--- config.mk ---
export PLATFORM = sky130hd
export DESIGN_NAME = ctx_tlb
export DESIGN_NICKNAME = d
export VERILOG_FILES = /design/src/rtl/ctx_tlb_pkg.sv /design/src/rtl/ctx_tlb_cmd_dec.sv /design/src/rtl/ctx_tlb_entry.sv /design/src/rtl/ctx_tlb_rr.sv /design/src/rtl/ctx_tlb.sv
export SDC_FILE = /design/constraint.sdc
export NUM_CORES = 1
export LEC_CHECK = 0
export ABC_CLOCK_PERIOD_IN_PS = 3350
export BUFFER_PORTS_ARGS = -buffer_cell sky130_fd_sc_hd__buf_2
export CORE_MARGIN = 10
export CORE_UTILIZATION = 27
export CTS_BUF_LIST = sky130_fd_sc_hd__clkbuf_16
export DETAILED_ROUTE_END_ITERATION = 6
export PLACE_DENSITY_LB_ADDON = 0.3
export SYNTH_ARGS = -nofsm -noshare
export SYNTH_HDL_FRONTEND = slang
export SYNTH_SLANG_ARGS = --single-unit
export TNS_END_PERCENT = 50
--- constraint.sdc ---
create_clock -name clk -period 3.35 [get_ports clk]
set_clock_uncertainty 0.05 [all_clocks]
set_input_delay 0.1675 -clock clk [delete_from_list [all_inputs] [get_ports clk]]
set_output_delay 0.1675 -clock clk [all_outputs]
set_load 0.005 [all_outputs]
--- src/rtl/ctx_tlb_pkg.sv ---
package ctx_tlb_pkg;

   localparam int unsigned VA_W     = 32;
   localparam int unsigned TAG_LSB  = 12;
   localparam int unsigned TAG_W    = VA_W - TAG_LSB;
   localparam int unsigned SEG_LSB  = 18;
   localparam int unsigned REG_LSB  = 24;
   localparam int unsigned PPN_LSB  = 8;
   localparam int unsigned KIND_LSB = 8;
   localparam int unsigned KIND_W   = 3;

   typedef logic [TAG_W-1:0] tag_t;

   typedef enum logic [1:0] {
      LVL_PAGE   = 2'd0,
      LVL_SEG    = 2'd1,
      LVL_REGION = 2'd2,
      LVL_RSVD   = 2'd3
   } lvl_e;

   typedef enum logic [KIND_W-1:0] {
      K_PAGE   = 3'd0,
      K_SEG    = 3'd1,
      K_REGION = 3'd2,
      K_CTX    = 3'd3,
      K_ALL    = 3'd4,
      K_NOP5   = 3'd5,
      K_NOP6   = 3'd6,
      K_NOP7   = 3'd7
   } kind_e;

   // Tag bits that an area of the given size compares.
   function automatic tag_t span_mask(input lvl_e l);
      tag_t m;
      m = '1;
      if (l == LVL_SEG)
         m = m << (SEG_LSB - TAG_LSB);
      else if (l == LVL_REGION)
         m = m << (REG_LSB - TAG_LSB);
      return m;
   endfunction

   function automatic lvl_e norm_lvl(input logic [1:0] raw);
      return (raw == 2'd3) ? LVL_PAGE : lvl_e'(raw);
   endfunction

endpackage

--- src/rtl/ctx_tlb_cmd_dec.sv ---
module ctx_tlb_cmd_dec
   import ctx_tlb_pkg::*;
(
   input  logic              cmd_valid,
   input  logic              cmd_write,
   input  logic [KIND_W-1:0] cmd_kind,
   output logic              fl_scoped,
   output logic              fl_all,
   output tag_t              fl_mask,
   output logic              probe_en
);

   kind_e kind;
   assign kind = kind_e'(cmd_kind);

   always_comb begin
      fl_scoped = 1'b0;
      fl_all    = 1'b0;
      fl_mask   = '1;
      if (cmd_valid && cmd_write) begin
         case (kind)
            K_PAGE: begin
               fl_scoped = 1'b1;
               fl_mask   = span_mask(LVL_PAGE);
            end
            K_SEG: begin
               fl_scoped = 1'b1;
               fl_mask   = span_mask(LVL_SEG);
            end
            K_REGION: begin
               fl_scoped = 1'b1;
               fl_mask   = span_mask(LVL_REGION);
            end
            K_CTX: begin
               fl_scoped = 1'b1;
               fl_mask   = '0;
            end
            K_ALL:   fl_all = 1'b1;
            default: ;
         endcase
      end
   end

   assign probe_en = cmd_valid && !cmd_write && (kind == K_ALL);

endmodule

--- src/rtl/ctx_tlb_entry.sv ---
module ctx_tlb_entry
   import ctx_tlb_pkg::*;
#(
   parameter int unsigned CTX_W = 8
) (
   input  logic              clk,
   input  logic              rst_n,
   input  logic              we,
   input  logic [CTX_W-1:0]  cur_ctx,
   input  tag_t              wr_tag,
   input  lvl_e              wr_lvl,
   input  logic [VA_W-1:0]   wr_pte,
   input  tag_t              lk_tag,
   input  tag_t              cmd_tag,
   input  tag_t              fl_mask,
   input  logic              fl_scoped,
   input  logic              fl_all,
   output logic              lk_match,
   output logic              pr_match,
   output logic              same,
   output logic [VA_W-1:0]   pte_q
);

   logic             vld_q;
   logic [CTX_W-1:0] ctx_q;
   tag_t             tag_q;
   lvl_e             lvl_q;

   tag_t emask;
   logic ctx_eq;
   logic fl_hit;

   assign emask  = span_mask(lvl_q);
   assign ctx_eq = (ctx_q == cur_ctx);

   // Overlap: equal on the bits both the command scope and the slot size compare.
   assign fl_hit = vld_q & (fl_all |
                   (fl_scoped & ctx_eq & (((cmd_tag ^ tag_q) & fl_mask & emask) == '0)));

   assign lk_match = vld_q & ~fl_hit & ctx_eq & (((lk_tag ^ tag_q) & emask) == '0);
   assign pr_match = vld_q & ctx_eq & (((cmd_tag ^ tag_q) & emask) == '0);
   assign same     = vld_q & ctx_eq & (lvl_q == wr_lvl) & (((wr_tag ^ tag_q) & emask) == '0);

   always_ff @(posedge clk) begin
      if (!rst_n) begin
         vld_q <= 1'b0;
         ctx_q <= '0;
         tag_q <= '0;
         lvl_q <= LVL_PAGE;
         pte_q <= '0;
      end else if (we) begin
         vld_q <= 1'b1;
         ctx_q <= cur_ctx;
         tag_q <= wr_tag;
         lvl_q <= wr_lvl;
         pte_q <= wr_pte;
      end else if (fl_hit) begin
         vld_q <= 1'b0;
      end
   end

endmodule

--- src/rtl/ctx_tlb_rr.sv ---
module ctx_tlb_rr #(
   parameter int unsigned ENTRIES = 8,
   parameter int unsigned IDX_W   = 3
) (
   input  logic             clk,
   input  logic             rst_n,
   input  logic             adv,
   output logic [IDX_W-1:0] idx
);

   localparam logic [IDX_W-1:0] LAST = IDX_W'(ENTRIES - 1);

   generate
      if ((1 << IDX_W) == ENTRIES) begin : g_pow2
         always_ff @(posedge clk) begin
            if (!rst_n)   idx <= '0;
            else if (adv) idx <= idx + 1'b1;
         end
      end else begin : g_wrap
         always_ff @(posedge clk) begin
            if (!rst_n)   idx <= '0;
            else if (adv) idx <= (idx == LAST) ? '0 : idx + 1'b1;
         end
      end
   endgenerate

endmodule

--- src/rtl/ctx_tlb.sv ---
module ctx_tlb
   import ctx_tlb_pkg::*;
#(
   parameter int unsigned ENTRIES = 8,
   parameter int unsigned CTX_W   = 8
) (
   input  logic               clk,
   input  logic               rst_n,
   input  logic [CTX_W-1:0]   cur_ctx,
   input  logic               lk_valid,
   input  logic [31:0]        lk_va,
   output logic               lk_hit,
   output logic [31:0]        lk_pte,
   output logic [23:0]        lk_ppn,
   input  logic               cmd_valid,
   input  logic               cmd_write,
   input  logic [31:0]        cmd_addr,
   output logic [31:0]        probe_data,
   input  logic               fill_valid,
   input  logic [31:0]        fill_va,
   input  logic [1:0]         fill_lvl,
   input  logic [31:0]        fill_pte
);

   localparam int unsigned IDX_W = $clog2(ENTRIES);

   generate
      if (ENTRIES < 2 || ENTRIES > 64) begin : g_bad_entries
         $error("ctx_tlb: ENTRIES must lie in 2..64");
      end
      if (CTX_W < 1 || CTX_W > 16) begin : g_bad_ctx
         $error("ctx_tlb: CTX_W must lie in 1..16");
      end
   endgenerate

   logic unused_bits;
   assign unused_bits = ^{lk_va[TAG_LSB-1:0], fill_va[TAG_LSB-1:0],
                          cmd_addr[TAG_LSB-1], cmd_addr[KIND_LSB-1:0]};

   tag_t lk_tag, cmd_tag, fill_tag, fl_mask;
   lvl_e fill_lvl_n;
   logic fl_scoped, fl_all, probe_en;

   assign lk_tag     = lk_va[VA_W-1:TAG_LSB];
   assign cmd_tag    = cmd_addr[VA_W-1:TAG_LSB];
   assign fill_tag   = fill_va[VA_W-1:TAG_LSB];
   assign fill_lvl_n = norm_lvl(fill_lvl);

   ctx_tlb_cmd_dec u_dec (
      .cmd_valid (cmd_valid),
      .cmd_write (cmd_write),
      .cmd_kind  (cmd_addr[KIND_LSB+KIND_W-1:KIND_LSB]),
      .fl_scoped (fl_scoped),
      .fl_all    (fl_all),
      .fl_mask   (fl_mask),
      .probe_en  (probe_en)
   );

   logic [ENTRIES-1:0] lk_m, pr_m, same_v, we_v;
   logic [VA_W-1:0]    pte_a [ENTRIES];
   logic               any_same;
   logic [IDX_W-1:0]   rr_idx;

   assign any_same = |same_v;

   ctx_tlb_rr #(.ENTRIES(ENTRIES), .IDX_W(IDX_W)) u_rr (
      .clk   (clk),
      .rst_n (rst_n),
      .adv   (fill_valid & ~any_same),
      .idx   (rr_idx)
   );

   generate
      for (genvar g = 0; g < ENTRIES; g++) begin : g_slot
         assign we_v[g] = fill_valid & (any_same ? same_v[g] : (rr_idx == IDX_W'(g)));

         ctx_tlb_entry #(.CTX_W(CTX_W)) u_ent (
            .clk       (clk),
            .rst_n     (rst_n),
            .we        (we_v[g]),
            .cur_ctx   (cur_ctx),
            .wr_tag    (fill_tag),
            .wr_lvl    (fill_lvl_n),
            .wr_pte    (fill_pte),
            .lk_tag    (lk_tag),
            .cmd_tag   (cmd_tag),
            .fl_mask   (fl_mask),
            .fl_scoped (fl_scoped),
            .fl_all    (fl_all),
            .lk_match  (lk_m[g]),
            .pr_match  (pr_m[g]),
            .same      (same_v[g]),
            .pte_q     (pte_a[g])
         );
      end
   endgenerate

   logic [VA_W-1:0] lk_or, pr_or;

   always_comb begin
      lk_or = '0;
      pr_or = '0;
      for (int i = 0; i < ENTRIES; i++) begin
         if (lk_m[i]) lk_or = lk_or | pte_a[i];
         if (pr_m[i]) pr_or = pr_or | pte_a[i];
      end
   end

   assign lk_hit     = lk_valid & (|lk_m);
   assign lk_pte     = lk_hit ? lk_or : '0;
   assign lk_ppn     = lk_pte[VA_W-1:PPN_LSB];
   assign probe_data = probe_en ? pr_or : '0;

endmodule

==> results of run 1 <==
cell usage after synthesis, types with 29 or more instances:
library cell / instances
nand2_1: 596
dfxtp_1: 507
mux2i_1: 498
xor2_1: 294
xnor2_1: 252
clkbuf_1: 143
nor4_1: 63
a22oi_1: 62
buf_2: 62
buf_4: 62
a31oi_1: 53
a222oi_1: 50
nand4_1: 48
a21oi_1: 39
a22o_1: 36
a221oi_1: 33
a32o_1: 32
a31oi_2: 29
flip-flops by register name (all words and copies together) (netlist names):
| name | cells |
|---|---|
| u_rr.idx | 3 |
| g_slot.u_ent.pte_q | 256 |
| g_slot.u_ent.lvl_q | 16 |
| g_slot.u_ent.tag_q | 160 |
| g_slot.u_ent.vld_q | 8 |
| g_slot.u_ent.ctx_q | 64 |
kinds of logic (layout without fill, tap and decap cells):
kind of cell | count (synthesis) | after routing | synth area share, %
multiplexers | 498 | 498 | 17.37
other | 0 | 1 | 0
buffers and inverters | 297 | 776 | 5.201
AND/OR/NAND/NOR | 825 | 826 | 12.82
XOR/XNOR | 548 | 548 | 16.78
flip-flops | 507 | 507 | 35.37
adder cells (fa/ha/maj) | 14 | 14 | 0.6104
AO/OA/AOI/OAI | 409 | 409 | 11.85
layer usage:
layer	wire (um)	GRT usage, %	vias up
li1	-	-	11794
met2	52960	30.13	1032
met5	13	0	-
met1	53750	26.04	12620
met3	7965	2.486	171
met4	3440	5.380	2
where the power goes:
part	switching [W]	leakage (nW)	internal [W]
combinational	0.00109	8.39	0.000797
clock	0.00285	0.991	0.00376
sequential	0.000142	4.11	0.00619
worst max-delay path: stages, from the launching register on:
cell	delay, ps
dfxtp_2	330
xor2_2	150
nor4_4	380
a21boi_4	150
or4b_4	570
a22o_1	210
or4_4	550
o41ai_4	270
buf_4	180
buf_12	140
buf_12	140
a31oi_4	40
buf_2	170
cell type report:
class	instances	area [um^2]	share of cell area, %
Timing Repair Buffer	649	5494	14.71
Multi-Input combinational cell	2295	17940	48.03
Clock buffer	61	1526	4.087
Tap cell	1391	1740	4.659
Inverter	16	60.06	0.1608
Sequential cell	507	10170	27.22
Antenna cell	1	2.502	0.006699
Clock inverter	50	420.4	1.125
stage by stage:
step	setup TNS (ps)	setup slack [ps]	hold slack, ps	instances
final	-49470	-822.6	102.3	4970
after global routing	-56330	-915.0	160.4	4969
after CTS	-52070	-843.8	79.23	4958
after detailed placement	-107310	-532.3	408.5	4788
after global placement	-108400	-481.8	402.9	4788
after floorplan	0	42.09	393.4	3098
final timing paths:
path                             start                   endpoint  slack (ps)  cells after the start
max          g_slot[0].u_ent.tag_q[13]                 lk_ppn[16]        -820                     12
min                        fill_va[23]  g_slot[3].u_ent.tag_q[11]         100                      3
max reg2reg  g_slot[6].u_ent.tag_q[10]  g_slot[0].u_ent.pte_q[19]          60                     10
min reg2reg   g_slot[2].u_ent.ctx_q[4]   g_slot[2].u_ent.ctx_q[4]         420                      2
repair_timing:
item                                    CTS  global route
pin swaps                                21            30
gates cloned                              8             1
gates resized for setup                  82            81
hold buffers                             33             0
setup buffers                            19            15
endpoints found under the setup margin  589           556
hold endpoints to repair                286             0
==> summary.log, run 1 <==
qor: run_status.run_status finished with violations
qor: detailed_routing.drtAntennaViolNets 0
qor: clocking.numClockSinks 507
qor: synth.synth.top_cell.area_share 35.37%
qor: clocking.h-tree-depth 2
qor: synth.synth-edff-count 0
qor: synth.post_synth.cell_area_avg 9.263 um^2
qor: floorplanning.rows 119
qor: pwr.power_per_cell_area 397.0 nW/um^2
qor: hold_path.worst_hold_path_type in -> reg
qor: final_layout.syn2layout_area_growth 30.16%
qor: timing.timing.fmax 239.7 MHz
qor: clocking.clock_insertion_delay_worst_skew 670 ps
qor: timing.fin_ws -822.6 ps
qor: place.gpl.final_weighted_congestion 0.8951
qor: synth.synth_async_sr_flop_share 0%
qor: place.detailed_place.area 33750 um^2
qor: floorplanning.die-area 119700 um^2
qor: detailed_routing.initialDrtViolationCount 2850
qor: synth.synth_seq_area_share 35.37%
qor: global_routing.grt_start_max_net_pins 89
qor: detailed_routing.vias 25619
qor: timing.timing_worst_slew_pin_value 893.5 ps
qor: final_layout.post-route-util 35.43%
qor: place.dp_hpwl 79820 um
qor: critical_path.worstSetupEndpointType primary output
qor: clocking.cts_made_buffers 61
qor: synth.synth_cell_type_count 72
qor: synth.synth.largest_area_cell dfxtp_1
qor: pwr.power.total 0.01483 W
qor: timing.report.final.slew_viol_count 0
qor: timing.unrepaired_setup_endpoints_after_global_routing true
qor: critical_path.crit_path_class reg -> out
qor: job.number_of_max_cap_violations 0
qor: final_layout.most_common_cell_after_layout_fill_and_taps_aside nand2_1
qor: final_layout.layout.cells.most_common_list nand2_1, mux2i_1, dfxtp_1
qor: critical_path.required 3130 ps
qor: timing.timing.slew.headroom 40.43%
qor: synth.synth_fp_nets 3256
qor: detailed_routing.wirelength 118100 um
qor: final_layout.final_area 37350 um^2
qor: final_layout.final_layout_size_suffix_gt1_share 23.59%
qor: global_routing.grt_pass1_vias 25158
qor: pwr.p_leak 13.48 nW
qor: detailed_routing.remaining_drcs 3
qor: timing.tcrit_tclk_final 124.6%
qor: floorplanning.initial_utilization 27.22%
qor: timing.timing.final.crit_period 4173 ps
qor: pwr.vdd_ir_drop_max 0.0003999 V
qor: floorplanning.io-pin-count 233
qor: global_routing.initial_antenna_violation_count 7
qor: floorplanning.core_area 105400 um^2
qor: detailed_routing.drt_pass1_iterations 7
qor: place.numPortBuffers 199
qor: global_routing.grt-ovfl-total 0
qor: floorplanning.die_h 346.0 um
qor: timing.timing.final.setup_violations 89
qor: final_layout.num-nets-final 3688
qor: timing.timing.final.hold_violations 0
qor: critical_path.timing.critical_path.fanout_max 7
qor: global_routing.grt_pass1_wl 173100 um
qor: synth.yosys_warnings 0
qor: synth.number_of_cells_produced_by_synthesis 3098
qor: synth.synth_seq_cells 507
qor: final_layout.fill_cells 10744
qor: clocking.cts.path.max_buffers 3
qor: detailed_routing.wire_per_inst 23.77 um
qor: floorplanning.die_width 346.0 um
qor: critical_path.startpoint_type flip-flop
qor: clocking.clock_tree.root_cell clkbuf_16
qor: clocking.cts_tree built
qor: synth.synthFlopType dfxtp_1
qor: synth.post_synth_main_area_contributors dfxtp_1, mux2i_1, xor2_1
qor: synth.synth_area 28700 um^2
qor: run_status.failed_checks design-rule violations, negative setup slack
qor: clocking.clk_pin_slew 60 ps
qor: global_routing.track_usage 18.78%
qor: critical_path.arrival 3960 ps
qor: detailed_routing.drt-vias-per-instance 5.155
(Power assumes the default switching activity.)
==> run 2: changes to the inputs <==
CELL_PAD_IN_SITES_DETAIL_PLACEMENT = 1   (was default)
CELL_PAD_IN_SITES_GLOBAL_PLACEMENT = 1   (was default)
CTS_BUF_LIST = default   (was sky130_fd_sc_hd__clkbuf_16)
REMOVE_ABC_BUFFERS = 1   (was default)
==> run 2 against run 1 <==
Effect of this change:
- the run ends with negative setup slack left
- sequential cell count unchanged
- non-clock buffer count up 102
- global-route usage up 1.8 points
- first-iteration DRC count down 29%
==> summary.log, run 2 (synthesis results as in run 1) <==
qor: timing.timing.fmax 241.1 MHz [+0.59%]
qor: clocking.cts_made_buffers 67 [+9.8%]
qor: clocking.numClockSinks 507 [unchanged]
qor: detailed_routing.drt_pass1_iterations 6 [-1]
qor: final_layout.num-nets-final 3795 [+2.9%]
qor: floorplanning.die_width 346.0 um [unchanged]
qor: timing.timing.final.crit_period 4148 ps [-24.47 ps]
qor: hold_path.worst_hold_path_type in -> reg
qor: floorplanning.core_area 105400 um^2 [unchanged]
qor: detailed_routing.vias 26145 [+2.1%]
qor: final_layout.largest_register_ff_count 256 [unchanged]
qor: detailed_routing.remaining_drcs 0 [-3]
qor: final_layout.most_common_cell_after_layout_fill_and_taps_aside nand2_1
qor: run_status.failed_checks negative setup slack
qor: timing.timing_worst_slew_pin_value 825.7 ps [-67.80 ps]
qor: critical_path.critical_path.max_stage_delay 560 ps [about the same]
qor: hold_path.worstHoldPathCells 3 [unchanged]
qor: job.number_of_max_cap_violations 0 [unchanged]
qor: clocking.clk_pin_slew 60 ps [about the same]
qor: critical_path.arrival 3930 ps [-30 ps]
qor: global_routing.grt_pass1_wl 187500 um [+8.3%]
qor: global_routing.grt_start_max_net_pins 78 [-12%]
qor: place.gpl.final_weighted_congestion 0.9077 [+1.4%]
qor: final_layout.final_layout_size_suffix_gt1_share 26.76% [+3.2 points]
qor: global_routing.met2_usage 35.21% [+5.1 points]
qor: global_routing.initial_antenna_violation_count 2 [-5]
qor: global_routing.grt_pass1_vias 27615 [+9.8%]
qor: critical_path.timing.critical_path.fanout_max 7 [unchanged]
qor: timing.fin_hold_ws 13.01 ps [-89.31 ps]
qor: critical_path.startpoint_type flip-flop
qor: final_layout.fill_cells 12010 [+12%]
qor: clocking.h-tree-depth 3 [+1]
qor: detailed_routing.drt-vias-per-instance 5.155 [about the same]
qor: pwr.power_per_cell_area 406.5 nW/um^2 [+2.4%]
qor: floorplanning.initial_utilization 27.22% [unchanged]
qor: hold_path.min_delay_worst_endpoint g_slot[4].u_ent.pte_q[23]
qor: critical_path.crit-reg2reg-capture g_slot[0].u_ent.ctx_q[4]
qor: run_status.run_status finished with violations
qor: critical_path.crit_path_class reg -> out
qor: floorplanning.die-area 119700 um^2 [unchanged]
qor: detailed_routing.wirelength 128800 um [+9.0%]
qor: global_routing.met3_capacity_usage_during_global_routing 3.140% [+0.65 points]
qor: critical_path.critical_path.cell_chain xor2_1, nor4_2, a31oi_2, o31a_1, o31a_2, or4_4, o41ai_4, buf_6, buf_12, buf_16, a31oi_4, buf_2
qor: timing.timing.slew.headroom 44.95% [+4.5 points]
qor: floorplanning.rows 119 [unchanged]
qor: detailed_routing.initialDrtViolationCount 2026 [-29%]
qor: place.dp_hpwl 87580 um [+9.7%]
qor: clocking.clock_tree.root_cell clkbuf_16
qor: critical_path.timing.rr.start g_slot[5].u_ent.tag_q[11]
qor: critical_path.ff2ff_setup_slack 60 ps [about the same]
qor: final_layout.top_regs g_slot.u_ent.pte_q (256), g_slot.u_ent.tag_q (160), g_slot.u_ent.ctx_q (64)
qor: timing.report.final.slew_viol_count 0 [unchanged]
qor: timing.timing.final.hold_violations 0 [unchanged]
qor: critical_path.worst_r2r_path_depth 11 [+1]
qor: global_routing.gr-usage-met1 26.40% [+0.36 points]
qor: final_layout.n_antenna_cell 0 [-1]
qor: detailed_routing.drtAntennaViolNets 0 [unchanged]
qor: timing.tcrit_tclk_final 123.8% [-0.73 points]
qor: pwr.p_leak 14.22 nW [+5.5%]
qor: pwr.vdd_ir_drop_max 0.0004117 V [+3.0%]
qor: pwr.power.total 0.01575 W [+6.2%]
qor: global_routing.top_usage_layer met2
qor: final_layout.largest_register g_slot.u_ent.pte_q
qor: global_routing.grt-ovfl-total 0 [unchanged]
qor: global_routing.track_usage 20.56% [+1.8 points]
qor: final_layout.layout.cells.most_common_list nand2_1, dfxtp_1, mux2i_1
qor: detailed_routing.wire_per_inst 25.39 um [+6.8%]
qor: critical_path.worstSetupEndpointType primary output
qor: floorplanning.io-pin-count 233 [unchanged]
qor: timing.fin_ws -798.2 ps [+24.46 ps]
qor: timing.timing.final.setup_violations 89 [unchanged]
qor: floorplanning.die_h 346.0 um [unchanged]
qor: final_layout.syn2layout_area_growth 35.06%
qor: critical_path.critical-path-slowest-cell or4_4
qor: place.numPortBuffers 199 [unchanged]
qor: critical_path.required 3130 ps [about the same]
qor: clocking.cts.path.max_buffers 3 [unchanged]
qor: clocking.cts_tree built
qor: hold_path.min-delay-start fill_pte[23]
qor: timing.unrepaired_setup_endpoints_after_global_routing true
qor: clocking.clock_insertion_delay_worst_skew 660 ps [about the same]
## run 2: cell type report
class	count	area [um^2]	area share [%]
clock buffer	95	1902	4.907
clock inverter	18	310.3	0.8006
inverter	16	60.06	0.1550
multi-input combinational	2294	18060	46.60
sequential	507	10160	26.21
tap	1391	1740	4.490
timing repair buffer	751	6525	16.84
## run 2: metrics by stage
stage	utilization (%)	setup slack (ps)	setup TNS (ps)	cell area, um^2	std cells
finish	36.77	-798.2	-54630	38760	5072
global route	36.77	-906.5	-63660	38760	5072
CTS	36.21	-775.0	-51360	38170	5063
detailed placement	32.85	-475.5	-87160	34630	4887
global placement	32.85	-485.7	-87420	34630	4887
floorplan	-	-2410	-909580	27260	2817
## run 2: worst max-delay path by stage
stage	from	endpoint	slack, ps	cells after the start
after floorplan	g_slot[0].u_ent.ctx_q[3]	probe_data[11]	-2410	6
after global placement	cur_ctx[7]	lk_pte[1]	-490	15
after detailed placement	cur_ctx[7]	lk_pte[1]	-480	15
after CTS	g_slot[0].u_ent.ctx_q[3]	lk_ppn[21]	-770	13
after global routing	g_slot[5].u_ent.tag_q[8]	lk_ppn[21]	-910	12
final	g_slot[5].u_ent.tag_q[8]	lk_pte[3]	-800	12
## run 2: metal layers
layer / vias up / wire length, um
met1: 13224 / 57520
met2: 739 / 61190
met3: 187 / 6628
met4: 2 / 3416
met5: - / 16
li1: 11993 / -
## run 2: timing repair
item                                    in CTS  in global routing
gates resized for setup                    101                102
gates cloned                                 7                  0
hold buffers                                28                  0
endpoints found under the hold margin      217                  0
endpoints found under the setup margin     587                590
setup buffers                               33                 16
pin swaps                                   26                 48
## run 2: power by group
part | total (W) | internal, W | switching (W)
registers | 0.00633 | 0.00619 | 0.000139
clock network | 0.00739 | 0.00432 | 0.00307
logic | 0.00203 | 0.000853 | 0.00118
## run 2: worst max-delay path, delay by kind of cell, from the launching register on
family                 cells  cell delay (ps)
AO/OA/AOI/OAI              5             1220
AND/OR/NAND/NOR            2              910
buffers and inverters      4              620
flip-flops                 1              330
XOR/XNOR                   1              180
==> run 3: changes to the inputs <==
CELL_PAD_IN_SITES_DETAIL_PLACEMENT = default   (was 1)
CELL_PAD_IN_SITES_GLOBAL_PLACEMENT = default   (was 1)
==> run 3 against run 2 <==
Effect of this change:
- the run ends with design-rule violations, negative hold slack, negative setup slack left
- critical path type unchanged
- setup slack got worse by 11 ps
- core utilization rose by 0.37 points
- clock-buffer cell count fell by 1
- largest cell class unchanged
- largest power group unchanged
==> summary.log, run 3 (synthesis results as in run 1) <==
qor: detailed_routing.wire_per_inst 23.71 um [-6.6%]
qor: critical_path.startpoint_type flip-flop
qor: critical_path.arrival 3940 ps [about the same]
qor: clocking.clk_pin_slew 50 ps [about the same]
qor: detailed_routing.remaining_drcs 1 [+1]
qor: detailed_routing.wl_met1 52990 um [-7.9%]
qor: floorplanning.die_h 346.0 um [unchanged]
qor: pwr.portion_of_total_power_attributed_to_the_clock_network 46.5% [-0.4 points]
qor: timing.timing.slew.headroom 45.92% [+0.97 points]
qor: timing.tcrit_tclk_final 124.2% [+0.33 points]
qor: global_routing.grt_start_max_net_pins 75 [-3.8%]
qor: pwr.total_net_switching_power 0.004262 W [-2.9%]
qor: floorplanning.die_width 346.0 um [unchanged]
qor: timing.timing.final.setup_violations 87 [-2.2%]
qor: place.gpl.final_weighted_congestion 0.9450 [+4.1%]
qor: final_layout.num-nets-final 3837 [+1.1%]
qor: floorplanning.core_area 105400 um^2 [unchanged]
qor: global_routing.track_usage 18.84% [-1.7 points]
qor: final_layout.syn2layout_area_growth 36.41%
qor: pwr.p_int 0.01140 W [+0.32%]
qor: job.number_of_max_cap_violations 0 [unchanged]
qor: final_layout.final_area 39150 um^2 [+1.0%]
qor: final_layout.post-route-util 37.13% [+0.37 points]
qor: pwr.power.combinational.fraction 13.1% [+0.2 points]
qor: floorplanning.rows 119 [unchanged]
qor: final_layout.final_layout_size_suffix_gt1_share 27.15% [+0.39 points]
qor: clocking.cts.path.max_buffers 3 [unchanged]
qor: critical_path.worstSetupEndpointType primary output
qor: detailed_routing.detailroute.wirelength.met3 9107 um [+37%]
qor: timing.setup_tns -48340 ps [+6290 ps]
qor: clocking.cts_made_buffers 66 [-1.5%]
qor: detailed_routing.initialDrtViolationCount 2683 [+32%]
qor: detailed_routing.top_layer_used met5
qor: pwr.power_switching_share 27.21% [-0.65 points]
qor: global_routing.grt-ovfl-total 0 [unchanged]
qor: run_status.failed_checks design-rule violations, negative hold slack, negative setup slack
qor: timing.timing.final.crit_period 4159 ps [+11.03 ps]
qor: hold_path.worst_hold_path_type in -> reg
qor: clocking.numClockSinks 507 [unchanged]
qor: pwr.vdd_ir_drop_max 0.0002984 V [-28%]
qor: pwr.proportion_of_power_drawn_by_flip_flops_and_latches 40.4% [+0.2 points]
qor: final_layout.largest_register g_slot.u_ent.pte_q
qor: timing.fin_hold_ws -10.79 ps [-23.80 ps]
qor: final_layout.most_common_cell_after_layout_fill_and_taps_aside nand2_1
qor: floorplanning.die-area 119700 um^2 [unchanged]
qor: detailed_routing.drt_pass1_iterations 7 [+1]
qor: pwr.power_per_cell_area 400.1 nW/um^2 [-1.6%]
qor: critical_path.crit_path_class reg -> out
qor: final_layout.fill_cells 10589 [-12%]
qor: detailed_routing.wirelength 121400 um [-5.7%]
qor: pwr.p_leak 14.45 nW [+1.6%]
qor: place.dp_hpwl 81610 um [-6.8%]
qor: timing.timing_worst_slew_pin_value 811.2 ps [-14.49 ps]
qor: detailed_routing.drt-vias-per-instance 5.134 [-0.41%]
qor: final_layout.top_regs g_slot.u_ent.pte_q (256), g_slot.u_ent.tag_q (160), g_slot.u_ent.ctx_q (64)
qor: floorplanning.initial_utilization 27.22% [unchanged]
qor: global_routing.grt_pass1_vias 25937 [-6.1%]
qor: global_routing.grt_pass1_wl 173700 um [-7.4%]
qor: timing.report.final.slew_viol_count 0 [unchanged]
qor: place.place_worst_setup_slack -1088 ps [-612.1 ps]
qor: clocking.cts_tree built
qor: timing.timing.fmax 240.4 MHz [-0.27%]
qor: floorplanning.io-pin-count 233 [unchanged]
qor: place.detailed_place.area 34820 um^2 [+0.55%]
qor: detailed_routing.vias 26280 [+0.52%]
qor: global_routing.initial_antenna_violation_count 5 [+3]
qor: run_status.run_status finished with violations
qor: critical_path.timing.critical_path.fanout_max 7 [unchanged]
qor: detailed_routing.routed-wl-met2 55630 um [-9.1%]
qor: timing.timing.final.hold_violations 1 [+1]
qor: clocking.h-tree-depth 3 [unchanged]
qor: critical_path.required 3130 ps [about the same]
qor: timing.unrepaired_setup_endpoints_after_global_routing true
qor: clocking.clock_insertion_delay_worst_skew 640 ps [-20 ps]
qor: place.numPortBuffers 199 [unchanged]
qor: final_layout.layout.cells.most_common_list nand2_1, mux2i_1, dfxtp_1
qor: clocking.clock_tree.root_cell clkbuf_16
qor: timing.fin_ws -809.2 ps [-11.03 ps]
qor: final_layout.largest_register_ff_count 256 [unchanged]
qor: detailed_routing.drtAntennaViolNets 0 [unchanged]
-- run 3: changes by cell type in the layout (fill, tap and decap cells not counted), sizes merged --
| cell | previous run | this run |
|---|---|---|
| buf | 720 | 749 |
| bufinv | 4 | 5 |
| clkbuf | 97 | 106 |
| clkinv | 7 | 9 |
| clkinvlp | 1 | 0 |
| diode | 0 | 4 |
| dlygate4sd3 | 28 | 31 |
| inv | 22 | 21 |
| nor3 | 14 | 15 |
-- run 3: final timing paths --
path / cells after the start / endpoint / slack (ps) / from
max: 13 / lk_pte[9] / -810 / g_slot[4].u_ent.tag_q[9]
min: 3 / g_slot[1].u_ent.tag_q[16] / -10 / rst_n
min reg2reg: 2 / g_slot[0].u_ent.ctx_q[4] / 420 / g_slot[0].u_ent.ctx_q[4]
max reg2reg: 11 / g_slot[0].u_ent.tag_q[19] / 10 / g_slot[6].u_ent.lvl_q[0]
-- run 3: repair_timing --
action / 4_1_cts / 5_1_grt
cloned: 4 / 15
setup buffers: 12 / 35
resized for setup: 45 / 142
setup endpoints to repair: 590 / 543
hold buffers: 31 / 0
endpoints found under the hold margin: 242 / 0
pin swaps: 5 / 38
-- run 3: power by group through the flow --
stage	Sequential [W]	Clock, W	Combinational (W)
2_1_floorplan	0.00645	0	0.000862
3_3_place_gp	0.00645	0	0.00190
3_5_place_dp	0.00645	0	0.00190
4_1_cts	0.00632	0.00739	0.00196
5_1_grt	0.00635	0.00765	0.00218
6_report	0.00633	0.00728	0.00205
-- run 3: worst max-delay path, cell delays in order (launching register included) --
cell and delay (ps):
dfxtp_2 330, xor2_2 150, nor4_2 370, buf_4 190
a31oi_4 120, o31a_1 300, o311a_4 380, or4_4 500
o41ai_4 270, buf_12 170, buf_12 120, clkbuf_16 180
a31oi_4 40, buf_2 160
-- run 3: final cells by class --
type | instances | area, um^2 | area share [%]
tap | 1391 | 1740 | 4.446
inverter | 16 | 62.56 | 0.1598
timing repair buffer | 793 | 6983 | 17.84
sequential | 507 | 10170 | 25.98
multi-input combinational | 2295 | 18000 | 45.98
antenna | 4 | 10.01 | 0.02557
clock inverter | 19 | 312.8 | 0.7991
clock buffer | 94 | 1867 | 4.769
-- run 3: through the flow --
step	cells	total power (W)
finish	5119	0.01566
global route	5117	0.01617
CTS	5068	0.01568
detailed placement	4909	0.008355
global placement	4909	0.008353
floorplan	2817	0.007309
-- run 3: layer usage --
| metal | global-route usage [%] | vias up |
|---|---|---|
| met5 | 0 | - |
| met4 | 6.248 | 2 |
| met3 | 3.563 | 205 |
| met2 | 30.67 | 1087 |
| met1 | 24.83 | 12872 |
| li1 | - | 12114 |
